$ cat src/rtl/kcmd_pkg.sv
package kcmd_pkg;
   localparam int LANES  = 4;
   localparam int WORD_W = 8 * LANES;
   localparam int SZ_W   = 3;
   localparam int BEAT_W = 2;
   localparam int MODE_W = 4;

   localparam logic [2:0] OFS_ADDR = 3'd0;
   localparam logic [2:0] OFS_SIZE = 3'd1;
   localparam logic [2:0] OFS_TXD  = 3'd2;
   localparam logic [2:0] OFS_CMD  = 3'd3;
   localparam logic [2:0] OFS_RXD  = 3'd4;
   localparam logic [2:0] OFS_STAT = 3'd5;

   localparam int ST_DONE = 0;
   localparam int ST_ERR  = 1;
   localparam int ST_IDLE = 2;

   typedef enum logic [1:0] {
      KIND_SDR  = 2'd0,
      KIND_NOR  = 2'd1,
      KIND_SRAM = 2'd2,
      KIND_NAND = 2'd3
   } mem_kind_e;

   // log2 of port width in bytes; codes above 2 clamp to the full word
   function automatic logic [1:0] port_shift(input logic [1:0] code);
      case (code)
         2'd0:    return 2'd0;
         2'd1:    return 2'd1;
         default: return 2'd2;
      endcase
   endfunction

   function automatic logic size_legal(input logic [SZ_W-1:0] sz);
      return (sz != '0) && (sz <= SZ_W'(LANES));
   endfunction

   // {lane3, lane2, lane1} unused flags
   function automatic logic [2:0] lane_unused(input logic [SZ_W-1:0] sz);
      return {sz < 3'd4, sz < 3'd3, sz < 3'd2};
   endfunction
endpackage

$ cat src/rtl/kcmd_classify.sv
module kcmd_classify
   import kcmd_pkg::*;
(
   input  logic [1:0]        kind,
   input  logic [MODE_W-1:0] mode,
   output logic              is_rd,
   output logic              is_wr
);
   always_comb begin
      is_rd = 1'b0;
      is_wr = 1'b0;
      case (mem_kind_e'(kind))
         KIND_SDR: begin
            is_rd = (mode == 4'd8);
            is_wr = (mode == 4'd9) || (mode == 4'd10);
         end
         KIND_NOR: begin
            is_rd = (mode == 4'd2);
            is_wr = (mode == 4'd3);
         end
         KIND_SRAM: begin
            is_rd = (mode == 4'd0) || (mode == 4'd2);
            is_wr = (mode == 4'd1) || (mode == 4'd3);
         end
         default: begin
            is_rd = (mode >= 4'd4) && (mode <= 4'd6);
            is_wr = (mode >= 4'd1) && (mode <= 4'd3);
         end
      endcase
   end
endmodule

$ cat src/rtl/kcmd_regs.sv
module kcmd_regs
   import kcmd_pkg::*;
#(
   parameter int              ADDR_W  = 32,
   parameter int              KEY_W   = 16,
   parameter logic [KEY_W-1:0] CMD_KEY = 16'hA55A
) (
   input  logic              clk,
   input  logic              rst_n,
   input  logic              hst_we,
   input  logic [2:0]        hst_addr,
   input  logic [31:0]       hst_wdata,
   output logic [31:0]       hst_rdata,
   input  logic              idle,
   input  logic              set_done,
   input  logic              set_err,
   input  logic              rx_load,
   input  logic [WORD_W-1:0] rx_val,
   output logic [ADDR_W-1:0] addr_q,
   output logic [SZ_W-1:0]   size_q,
   output logic [WORD_W-1:0] tx_q,
   output logic              cmd_go,
   output logic [MODE_W-1:0] cmd_mode,
   output logic              done_q,
   output logic              err_q
);
   logic [WORD_W-1:0] rx_q;
   logic [31:0]       addr_rd;
   logic              w1c;

   assign w1c      = hst_we && (hst_addr == OFS_STAT);
   assign cmd_go   = hst_we && (hst_addr == OFS_CMD) && (hst_wdata[31 -: KEY_W] == CMD_KEY);
   assign cmd_mode = hst_wdata[MODE_W-1:0];

   generate
      if (ADDR_W == 32) begin : g_addr_full
         assign addr_rd = addr_q;
      end else begin : g_addr_ext
         assign addr_rd = {{(32-ADDR_W){1'b0}}, addr_q};
      end
   endgenerate

   always_ff @(posedge clk or negedge rst_n) begin
      if (!rst_n) begin
         addr_q <= '0;
         size_q <= '0;
         tx_q   <= '0;
         rx_q   <= '0;
         done_q <= 1'b0;
         err_q  <= 1'b0;
      end else begin
         if (hst_we && hst_addr == OFS_ADDR) addr_q <= hst_wdata[ADDR_W-1:0];
         if (hst_we && hst_addr == OFS_SIZE) size_q <= hst_wdata[SZ_W-1:0];
         if (hst_we && hst_addr == OFS_TXD)  tx_q   <= hst_wdata[WORD_W-1:0];
         if (rx_load) rx_q <= rx_val;
         done_q <= set_done | (done_q & ~(w1c & hst_wdata[ST_DONE]));
         err_q  <= set_err  | (err_q  & ~(w1c & hst_wdata[ST_ERR]));
      end
   end

   always_comb begin
      case (hst_addr)
         OFS_ADDR: hst_rdata = addr_rd;
         OFS_SIZE: hst_rdata = {25'd0, lane_unused(size_q), 1'b0, size_q};
         OFS_TXD:  hst_rdata = tx_q;
         OFS_RXD:  hst_rdata = rx_q;
         OFS_STAT: hst_rdata = {29'd0, idle, err_q, done_q};
         default:  hst_rdata = 32'd0;
      endcase
   end
endmodule

$ cat src/rtl/kcmd_seq.sv
module kcmd_seq
   import kcmd_pkg::*;
#(
   parameter int ADDR_W = 32
) (
   input  logic              clk,
   input  logic              rst_n,
   input  logic              start,
   input  logic [MODE_W-1:0] mode,
   input  logic [1:0]        kind,
   input  logic [1:0]        port_code,
   input  logic [ADDR_W-1:0] addr,
   input  logic [SZ_W-1:0]   size,
   input  logic [WORD_W-1:0] tx,
   input  logic              dev_ack,
   input  logic [WORD_W-1:0] dev_rdata,
   output logic              idle,
   output logic              set_done,
   output logic              set_err,
   output logic              rx_load,
   output logic [WORD_W-1:0] rx_val,
   output logic              dev_req,
   output logic [ADDR_W-1:0] dev_addr,
   output logic              dev_write,
   output logic              dev_read,
   output logic [MODE_W-1:0] dev_mode,
   output logic [LANES-1:0]  dev_be,
   output logic [WORD_W-1:0] dev_wdata
);
   logic              busy_q, rd_q, wr_q;
   logic [ADDR_W-1:0] base_q;
   logic [SZ_W-1:0]   size_lq;
   logic [WORD_W-1:0] tx_lq, acc_q, merged;
   logic [1:0]        shift_q;
   logic [MODE_W-1:0] mode_q;
   logic [BEAT_W-1:0] beat_q;
   logic [2:0]        off, span;
   logic [3:0]        reach;
   logic              last, accept, c_rd, c_wr;
   logic [LANES-1:0]  en;
   logic [1:0]        lane_idx [LANES];

   kcmd_classify u_cls (.kind(kind), .mode(mode), .is_rd(c_rd), .is_wr(c_wr));

   assign off    = 3'(beat_q) << shift_q;
   assign span   = 3'd1 << shift_q;
   assign reach  = {1'b0, off} + {1'b0, span};
   assign last   = reach >= {1'b0, size_lq};
   assign accept = start && !busy_q && size_legal(size);

   generate
      for (genvar j = 0; j < LANES; j++) begin : g_lane
         logic [3:0] idx;
         assign idx           = {1'b0, off} + 4'(j);
         assign lane_idx[j]   = idx[1:0];
         assign en[j]         = (3'(j) < span) && (idx < {1'b0, size_lq});
         assign dev_be[j]     = busy_q && en[j];
         assign dev_wdata[8*j +: 8] = (busy_q && wr_q && en[j]) ? tx_lq[8*idx[1:0] +: 8] : 8'h00;
      end
   endgenerate

   always_comb begin
      merged = acc_q;
      for (int j = 0; j < LANES; j++)
         if (en[j]) merged[8*lane_idx[j] +: 8] = dev_rdata[8*j +: 8];
   end

   assign idle      = !busy_q;
   assign dev_req   = busy_q;
   assign dev_addr  = base_q + ADDR_W'(off);
   assign dev_write = busy_q && wr_q;
   assign dev_read  = busy_q && rd_q;
   assign dev_mode  = mode_q;
   assign set_done  = (busy_q && dev_ack && last) || (start && !busy_q && !size_legal(size));
   assign set_err   = start && (busy_q || !size_legal(size));
   assign rx_load   = busy_q && dev_ack && last && rd_q;
   assign rx_val    = merged;

   always_ff @(posedge clk or negedge rst_n) begin
      if (!rst_n) begin
         busy_q  <= 1'b0;
         rd_q    <= 1'b0;
         wr_q    <= 1'b0;
         base_q  <= '0;
         size_lq <= '0;
         tx_lq   <= '0;
         acc_q   <= '0;
         shift_q <= '0;
         mode_q  <= '0;
         beat_q  <= '0;
      end else if (accept) begin
         busy_q  <= 1'b1;
         rd_q    <= c_rd;
         wr_q    <= c_wr;
         base_q  <= addr;
         size_lq <= size;
         tx_lq   <= tx;
         acc_q   <= '0;
         shift_q <= port_shift(port_code);
         mode_q  <= mode;
         beat_q  <= '0;
      end else if (busy_q && dev_ack) begin
         if (last) begin
            busy_q <= 1'b0;
         end else begin
            beat_q <= beat_q + 1'b1;
            acc_q  <= merged;
         end
      end
   end
endmodule

$ cat src/rtl/kcmd_engine.sv
module kcmd_engine
   import kcmd_pkg::*;
#(
   parameter int               ADDR_W  = 32,
   parameter int               KEY_W   = 16,
   parameter logic [KEY_W-1:0] CMD_KEY = 16'hA55A
) (
   input  logic              clk,
   input  logic              rst_n,
   input  logic              hst_we,
   input  logic [2:0]        hst_addr,
   input  logic [31:0]       hst_wdata,
   output logic [31:0]       hst_rdata,
   input  logic [1:0]        cfg_kind,
   input  logic [1:0]        cfg_port,
   output logic              dev_req,
   output logic [ADDR_W-1:0] dev_addr,
   output logic              dev_write,
   output logic              dev_read,
   output logic [3:0]        dev_mode,
   output logic [3:0]        dev_be,
   output logic [31:0]       dev_wdata,
   input  logic              dev_ack,
   input  logic [31:0]       dev_rdata
);
   generate
      if (ADDR_W < 8 || ADDR_W > 32) begin : g_bad_addr_w
         $error("kcmd_engine: ADDR_W must lie in 8..32");
      end
      if (KEY_W < 4 || KEY_W + MODE_W > 32) begin : g_bad_key_w
         $error("kcmd_engine: key and mode fields must fit the 32-bit command word");
      end
      if (WORD_W != 32) begin : g_bad_word
         $error("kcmd_engine: data word must be 32 bits");
      end
   endgenerate

   logic              eng_idle, set_done, set_err, rx_load, cmd_go;
   logic              flag_done, flag_err;
   logic [WORD_W-1:0] rx_val, tx_q;
   logic [ADDR_W-1:0] addr_q;
   logic [SZ_W-1:0]   size_q;
   logic [MODE_W-1:0] cmd_mode;

   kcmd_regs #(.ADDR_W(ADDR_W), .KEY_W(KEY_W), .CMD_KEY(CMD_KEY)) u_regs (
      .clk(clk), .rst_n(rst_n), .hst_we(hst_we), .hst_addr(hst_addr),
      .hst_wdata(hst_wdata), .hst_rdata(hst_rdata), .idle(eng_idle),
      .set_done(set_done), .set_err(set_err), .rx_load(rx_load), .rx_val(rx_val),
      .addr_q(addr_q), .size_q(size_q), .tx_q(tx_q), .cmd_go(cmd_go),
      .cmd_mode(cmd_mode), .done_q(flag_done), .err_q(flag_err)
   );

   kcmd_seq #(.ADDR_W(ADDR_W)) u_seq (
      .clk(clk), .rst_n(rst_n), .start(cmd_go), .mode(cmd_mode), .kind(cfg_kind),
      .port_code(cfg_port), .addr(addr_q), .size(size_q), .tx(tx_q),
      .dev_ack(dev_ack), .dev_rdata(dev_rdata), .idle(eng_idle),
      .set_done(set_done), .set_err(set_err), .rx_load(rx_load), .rx_val(rx_val),
      .dev_req(dev_req), .dev_addr(dev_addr), .dev_write(dev_write),
      .dev_read(dev_read), .dev_mode(dev_mode), .dev_be(dev_be), .dev_wdata(dev_wdata)
   );
endmodule

$ cat config.mk
export PLATFORM = sky130hd
export DESIGN_NAME = kcmd_engine
export DESIGN_NICKNAME = d
export VERILOG_FILES = /design/src/rtl/kcmd_pkg.sv /design/src/rtl/kcmd_classify.sv /design/src/rtl/kcmd_regs.sv /design/src/rtl/kcmd_seq.sv /design/src/rtl/kcmd_engine.sv
export SDC_FILE = /design/constraint.sdc
export NUM_CORES = 1
export LEC_CHECK = 0
export BUFFER_PORTS_ARGS = -buffer_cell sky130_fd_sc_hd__buf_2
export CAP_MARGIN = 5
export CORE_MARGIN = 3
export CORE_UTILIZATION = 40
export CTS_BUF_LIST = sky130_fd_sc_hd__clkbuf_16
export DETAILED_ROUTE_END_ITERATION = 6
export GPL_TIMING_DRIVEN = 0
export PLACE_DENSITY = 0.67
export SLEW_MARGIN = 20
export SYNTH_ARGS = -nofsm -noshare
export SYNTH_HDL_FRONTEND = slang
export SYNTH_SLANG_ARGS = --single-unit
$ cat constraint.sdc
create_clock -name clk -period 5.6 [get_ports clk]
set_input_delay 0.56 -clock clk [delete_from_list [all_inputs] [get_ports clk]]
set_output_delay 0.56 -clock clk [all_outputs]
set_load 0.02 [all_outputs]
==> results.txt, run 1 <==
The number of cells produced by synthesis is 1299. In the routed design, unresolved DRC markers number 0. Of the available clock period, the critical path in the final layout requires 0.9691. The netlist uses 83 different library cells. For this run, the top clock speed supported by timing is 184.3 MHz. The worst path in the final design needs a cycle of 5.427 ns, including I/O delays and setup.

In this run the number of H-tree levels came out at 1. The clock latency of the later-clocked register in the worst-skew pair is 0.54 ns. The cell area after technology mapping came out at 13100 um^2.

The final antenna-violating net count is 0. The width of the die came out at 187.0 um. The met1 track utilization from global routing is 0.3744. The register area share after synthesis is 0.4031. Detailed placement ended at an HPWL of 37690 um. The setup path with the least slack is of type register to output port.

STA classifies the critical path startpoint as a register. The cell taking the most area after synthesis is dfrtp_1. The number of detailed-routing iterations run before antenna repair came out at 5.

TritonCTS built the clock tree. The max-cap violation count came out at 0. The routing usage on met3 is 0.05041. For this run, the leading register cell type out of synthesis is dfrtp_1. The net count of the finished layout is 1608. The average instance area after synthesis came out at 10.08 um^2. The most common cell after layout, fill and taps aside is dfrtp_1.

The total power density per cell area came out at roughly 240 nW/um^2. The count of pins over their slew limit is 0. The worst hold path belongs to the class input pin to register. The layer with the highest usage after global routing is met2.

The height of the chip came out at 187.0 um. The total wire length after detailed routing came out at 48740 um. After synthesis, the share of flip-flops with an asynchronous set or reset is 1.000. The number of nets in the synthesized netlist is 1402. In this run, synthesis produced a sequential element count of 211. The total number of yosys warnings is 0. The analysis attributes to cell leakage a power of 6.938 nW. The global placer's final weighted congestion came out at 0.9562. The boundary pin count is 182.

The final setup TNS came out at 0 ns. The type of destination of the critical path is an output port. The required time of the critical path came out at just over 5 ns. The wire length of the first global-routing pass came out at 73310 um.

The initial DRC count came out at 1227. Between clock sinks in the finished design, the worst skew comes to 0.02935 ns. Measured against its own limit, the worst slew margin works out to 0.3152. In the post-synthesis netlist, the biggest area contributors are dfrtp_1 (40%), mux2_2 (12%), mux2i_1 (4.1%), nand2_1 (3.4%), nor2_1 (3.2%). The flow ran to the end, and the final reports show no timing, DRC or antenna violations. The detail-routed net length per standard cell came out at 24.87 um. The placed instances occupy a cell area of ~15000 um^2.

The total congestion overflow is 0. The post-route cell area is 15490 um^2. The number of global-route vias before repair is 11760.

The slew of the pin with the lowest slew margin is 1.027 ns. The area of the core region is 31880 um^2. Clock tree synthesis selected as its root buffer the cell clkbuf_16. The standard-cell row count came out at 65. Of the post-synthesis cell area, the dominant cell type holds 0.4031. The library cells used most frequently in the layout, excluding fill and tap cells, are dfrtp_1 (211), buf_2 (194), mux2_2 (135). Counting the buffers created by CTS gives 24. The biggest fanout along the worst timing path is 28.

The area added between synthesis and finish came out at 18.27%. The die footprint is 34950 um^2. The number of enable-type register cells in the synthesized netlist came out at 0. The maximum number of pins on one net before global-route repair is 89. The final hold violation count is 0. In the global route stage, overall resource usage came out at 0.2735. The worst supply voltage drop on vdd came out at 0.0002103 V.

The proportion of layout cells with a drive suffix above 1 is 0.2869. The overall via count from detail_route came out at 11730. The buffer depth of the longest clock path is 3. The number of antenna violations at the first check in global routing is 1. The arrival time of the worst setup path is 4.87 ns. Setup repair after global routing left no endpoint under its margin.

Input and output buffers added on the ports amount to 178. The total number of clock tree sinks is 211. The initial core utilization is 0.4109. Summing internal, switching and leakage power gives 3.711 mW. After clock tree synthesis, the clock-pin slew on the worst setup and hold paths is roughly 0.06 ns. The detailed-route vias per instance came out at 5.984. The met2 routing resource usage after global routing came out at 0.4296. Setup violations remaining at the end of the flow were counted as 0.
[flip-flops by register name, indices dropped and copies added, names as in the netlist, 3 cells and up]
name and cells:
u_seq.base_q 32, u_regs.size_q 3, u_regs.tx_q 32, u_seq.dev_mode 4, u_seq.acc_q 32, u_seq.size_lq 3
u_regs.addr_q 32, u_regs.rx_q 32, u_seq.tx_lq 32
[worst max-delay path: stages (launching register included)]
cell and delay (ns):
dfrtp_1 0.39, buf_2 0.24, nand2_1 0.20, a21oi_4 0.28
buf_4 0.33, inv_1 0.26, ha_1 0.35, buf_4 0.29
inv_1 0.21, ha_1 0.22, and2_1 0.17, a211o_1 0.34
nor2_4 0.21, nand2_1 0.22, a211oi_1 0.37, buf_2 0.24
[final timing paths]
kind,startpoint,end,slack (ns),depth (start not counted)
setup reg to reg,u_seq.shift_q[0],u_seq.acc_q[25],0.66,16
min in group asynchronous,rst_n,u_seq.beat_q[0],0.52,2
hold / removal,cfg_port[1],u_seq.shift_q[1],0.25,3
hold reg to reg,u_seq.acc_q[31],u_seq.acc_q[31],0.49,2
setup / recovery,u_seq.shift_q[0],dev_wdata[15],0.17,15
max in group asynchronous,rst_n,u_regs.tx_q[25],4.30,3
[cells by family after synthesis]
logic type               share of synthesized area
AND/OR/NAND/NOR                             0.1505
AO/OA/AOI/OAI                               0.1716
flip-flops                                  0.4031
multiplexers                                0.1875
buffers and inverters                      0.03477
XOR/XNOR                                   0.02407
adder cells (fa/ha/maj)                    0.02847
[Yosys cell counts (21+ instances only)]
master    count
dfrtp_1     211
xnor2_1      26
mux2_2      135
a211oi_1     21
ha_1         25
o31ai_1      28
nand2_1     118
mux2i_1      53
nand3_1      30
clkbuf_1     42
nor2b_1      29
a22oi_1      31
a21oi_1      54
buf_2        22
o21ai_0      55
nor2_1      110
[power by group]
part | switching [mW] | leakage, nW | internal [mW]
Clock | 0.669 | 0.382 | 0.879
Combinational | 0.256 | 3.77 | 0.178
Sequential | 0.0973 | 2.79 | 1.63
Total | 1.02 | 6.94 | 2.69
[layout make-up]
class | count | area, um^2
Fill cell | 3067 | 16390
Multi-Input combinational cell | 981 | 7445
Sequential cell | 211 | 5280
Timing Repair Buffer | 184 | 988.4
Clock buffer | 24 | 600.6
Tap cell | 435 | 544.3
Buffer | 83 | 380.4
Clock inverter | 20 | 173.9
Inverter | 20 | 75.07
Antenna cell | 2 | 5.005
[through the flow]
stage | hold WS, ns | util | cells | setup WS, ns
2_1_floorplan | 0.2644 | - | 1299 | 0.6954
3_3_place_gp | 0.4623 | 0.4559 | 1912 | -1.168
3_5_place_dp | 0.4779 | 0.4584 | 1915 | -0.8512
4_1_cts | 0.2290 | 0.4852 | 1959 | 0.07618
5_1_grt | 0.2620 | 0.4858 | 1958 | 0.01382
6_report | 0.2464 | 0.4860 | 1960 | 0.1729
[layer usage]
| layer | up-vias | routed length, um |
|---|---|---|
| met5 | - | 0 |
| met4 | 0 | 2273 |
| met3 | 109 | 3852 |
| met2 | 566 | 21770 |
| met1 | 5838 | 20850 |
| li1 | 5215 | - |
[what timing repair did]
action,CTS,global route
setup endpoints to repair,98,16
gates resized for setup,16,7
endpoints found under the hold margin,45,0
hold buffers,1,0
cloned,0,0
pin swaps,2,0
buffers inserted,2,0
Power figures use the tool's default switching activity.
==> run 2: changes to the inputs <==
--- a/config.mk
+++ b/config.mk
@@ -7,12 +7,14 @@
 export LEC_CHECK = 0
 export BUFFER_PORTS_ARGS = -buffer_cell sky130_fd_sc_hd__buf_2
 export CAP_MARGIN = 5
+export CELL_PAD_IN_SITES_DETAIL_PLACEMENT = 1
+export CELL_PAD_IN_SITES_GLOBAL_PLACEMENT = 2
 export CORE_MARGIN = 3
-export CORE_UTILIZATION = 40
+export CORE_UTILIZATION = 37
 export CTS_BUF_LIST = sky130_fd_sc_hd__clkbuf_16
 export DETAILED_ROUTE_END_ITERATION = 6
 export GPL_TIMING_DRIVEN = 0
-export PLACE_DENSITY = 0.67
+export PLACE_DENSITY = 0.88
 export SLEW_MARGIN = 20
 export SYNTH_ARGS = -nofsm -noshare
 export SYNTH_HDL_FRONTEND = slang
==> run 2 against run 1 <==
Critical path depth up 1. Count of clock-buffer cells in the layout is 1 higher. Register-to-register slack got worse by 0.05 ns. Flip-flop and latch count did not move. Critical path type unchanged. Critical endpoint is now dev_wdata[25]. Largest cell class unchanged.
==> results.txt, run 2 (synthesis results as in run 1) <==
The number of nets in the layout came out at 1613 (+0.31%). The boundary pin count came to 182 (unchanged). The total power density per cell area is 239.0 nW/um^2 (-0.23%). The minimum period implied by the final worst setup slack came to 5.396 ns (-0.03059 ns). The library cell used most frequently in the layout, excluding fill and tap cells, is dfrtp_1. CTS placed an instance of clkbuf_16 at the clock tree root. By startpoint and endpoint, the worst setup path is classified as register to output port. The static power due to leakage came out at 6.968 nW (+0.44%). The number of port buffers is 178 (unchanged). The worst clock skew came out at 0.01768 ns (-0.01166 ns). The die footprint came out at 37700 um^2 (+7.8%). The cell internal power dissipation is 2.669 mW (-0.75%). The buffer depth of the longest clock path came out at 3 (unchanged). The type of destination of the critical path is an output port.

The worst max-slew margin expressed relative to the limit is 0.2685 (-0.04675). The setup slack after placement is -0.9796 ns (-0.1284 ns). The number of global-route vias before repair is 12230 (+4.0%). The total congestion overflow came out at 0 (unchanged). In the layout the commonest cells are dfrtp_1 (211), buf_2 (195), mux2_2 (135). The max-cap violation count is 0 (unchanged). The final hold violation count was 0 (unchanged).

The share of power burned in combinational logic is 0.117 (about the same). The post-detailed-placement half-perimeter wirelength is 41140 um (+9.1%). The clock transition at the registers of the reported paths is 0.06 ns (about the same). The fraction of power spent switching nets is 0.2792 (+0.003792). The final setup violation count was 0 (unchanged).

The area added between synthesis and finish is 18.27% (unchanged). The maximum operating frequency came out at 185.3 MHz (+0.57%). The initial core utilization was 0.3773 (-0.03353). The post-layout total power is 3.703 mW (-0.23%). The final critical-path setup slack came out at 0.2035 ns (+0.03059 ns).

The overall via count from detail_route came to 11830 (+0.84%). The detailed-route vias per instance is 5.961 (-0.38%). The global placer's final weighted congestion came to 0.9192 (-3.9%). The portion of total power attributed to sequential cells came out at 0.471 (+0.005). The number of detailed-routing iterations run before antenna repair came out at 5 (unchanged). The height of the chip is 194.2 um (+3.8%). The type of the tightest min-delay check is input pin to register. The clock latency of the later-clocked register in the worst-skew pair came out at 0.53 ns (about the same).

The switching power total came to 1.034 mW (+1.1%). STA classifies the critical path startpoint as a register. The required time of the critical path came out at 5.04 ns (about the same). The CTS tree is yes.

The number of antenna violations at the first check in global routing is 0 (-1). The proportion of layout cells with a drive suffix above 1 is 0.2871 (about the same). The final core utilization is 0.4463 (-0.03965). The initial DRC count is 1014 (-17%). The arrival time of the worst setup path is 4.84 ns (-0.03 ns). The area of the core region came to 34710 um^2 (+8.9%).

The standard-cell row count came to 68 (+4.6%). The total wire length after detailed routing came out at 53240 um (+9.2%). The total number of clock tree sinks came out at 211 (unchanged). The maximum number of pins on one net before global-route repair is 82 (-7.9%).

The number of antenna cells inserted is 0 (-2). The H-tree depth came to 1 (unchanged). The wire length of the first global-routing pass came out at 79380 um (+8.3%). The count of pins over their slew limit is 0 (unchanged).

The number of remaining DRC errors came to 0 (unchanged). The final setup TNS is 0 ns (unchanged). The flow ran to the end, and the final reports show no timing, DRC or antenna violations. The clock share of power is 0.413 (-0.004). The width of the die was 194.2 um (+3.8%). The final antenna-violating net count is 0 (unchanged). The worst supply voltage drop on vdd is 0.0001902 V (-9.6%). The detail-routed net length per standard cell came out at 26.83 um (+7.9%). The total track usage is 0.2738 (+0.0002736).

The CTS buffer count is 25 (+4.2%). The final critical-path share of the clock period is 0.9637 (-0.005462). The slew of the pin with the lowest slew margin is 1.097 ns (+0.07013 ns).

The biggest fanout along the worst timing path came to 11 (-61%).
## run 2: power groups by stage
stage	combinational, mW	clock, mW	sequential (mW)
floorplan	0.241	0	1.71
finish	0.432	1.53	1.74
detailed placement	0.427	0	1.77
CTS	0.433	1.55	1.74
global route	0.468	1.62	1.75
global placement	0.407	0	1.76
## run 2: path summary, 6_finish.rpt
kind | from | endpoint | slack (ns) | cells after the start
setup / recovery | u_seq.shift_q[1] | dev_wdata[25] | 0.20 | 16
hold / removal | cfg_port[1] | u_seq.shift_q[1] | 0.25 | 3
setup reg to reg | u_seq.shift_q[1] | u_regs.rx_q[30] | 0.61 | 15
hold reg to reg | u_seq.acc_q[25] | u_seq.acc_q[25] | 0.48 | 2
max in group asynchronous | rst_n | u_regs.addr_q[31] | 4.19 | 3
min in group asynchronous | rst_n | u_seq.beat_q[1] | 0.57 | 2
## run 2: per-layer routing
metal | vias to the layer above | track usage | routed length [um]
met4 | 0 | 0.07367 | 1502
met2 | 433 | 0.4470 | 24790
met3 | 74 | 0.03927 | 3407
met1 | 6090 | 0.3833 | 23530
met5 | - | 0 | 0
li1 | 5229 | - | -
## run 2: through the flow
stage / hold slack, ns / instances / cell area [um^2]
finish: 0.2471 / 1984 / 15490
global route: 0.2718 / 1984 / 15490
CTS: 0.2299 / 1980 / 15440
detailed placement: 0.4687 / 1935 / 14640
global placement: 0.4650 / 1932 / 14560
floorplan: 0.2644 / 1299 / 13100
## run 2: critical path, stage by stage, from the launching register on
cell and delay [ns]:
dfrtp_1 0.42, buf_2 0.23, nor3b_4 0.39, buf_4 0.27, buf_2 0.29, buf_4 0.30
ha_4 0.28, nor2_2 0.14, clkbuf_2 0.22, inv_1 0.10, ha_1 0.22, a21oi_1 0.27
o21ai_2 0.22, a21oi_2 0.21, nand2_1 0.21, a211oi_1 0.30, buf_2 0.23
## run 2: repair_timing
item / 4_1_cts / 5_1_grt
gates resized for setup: 11 / 9
endpoints found under the setup margin: 98 / 20
endpoints found under the hold margin: 4 / 0
hold buffers: 1 / 0
buffers inserted: 1 / 4
pin swaps: 0 / 2
## run 2: area by class of cell
class,count,area [um^2]
multi-input combinational,981,7421
clock buffer,25,625.6
buffer,84,381.6
tap,455,569.3
sequential,211,5280
inverter,20,75.07
fill,3989,19220
clock inverter,21,128.9
timing repair buffer,187,1011
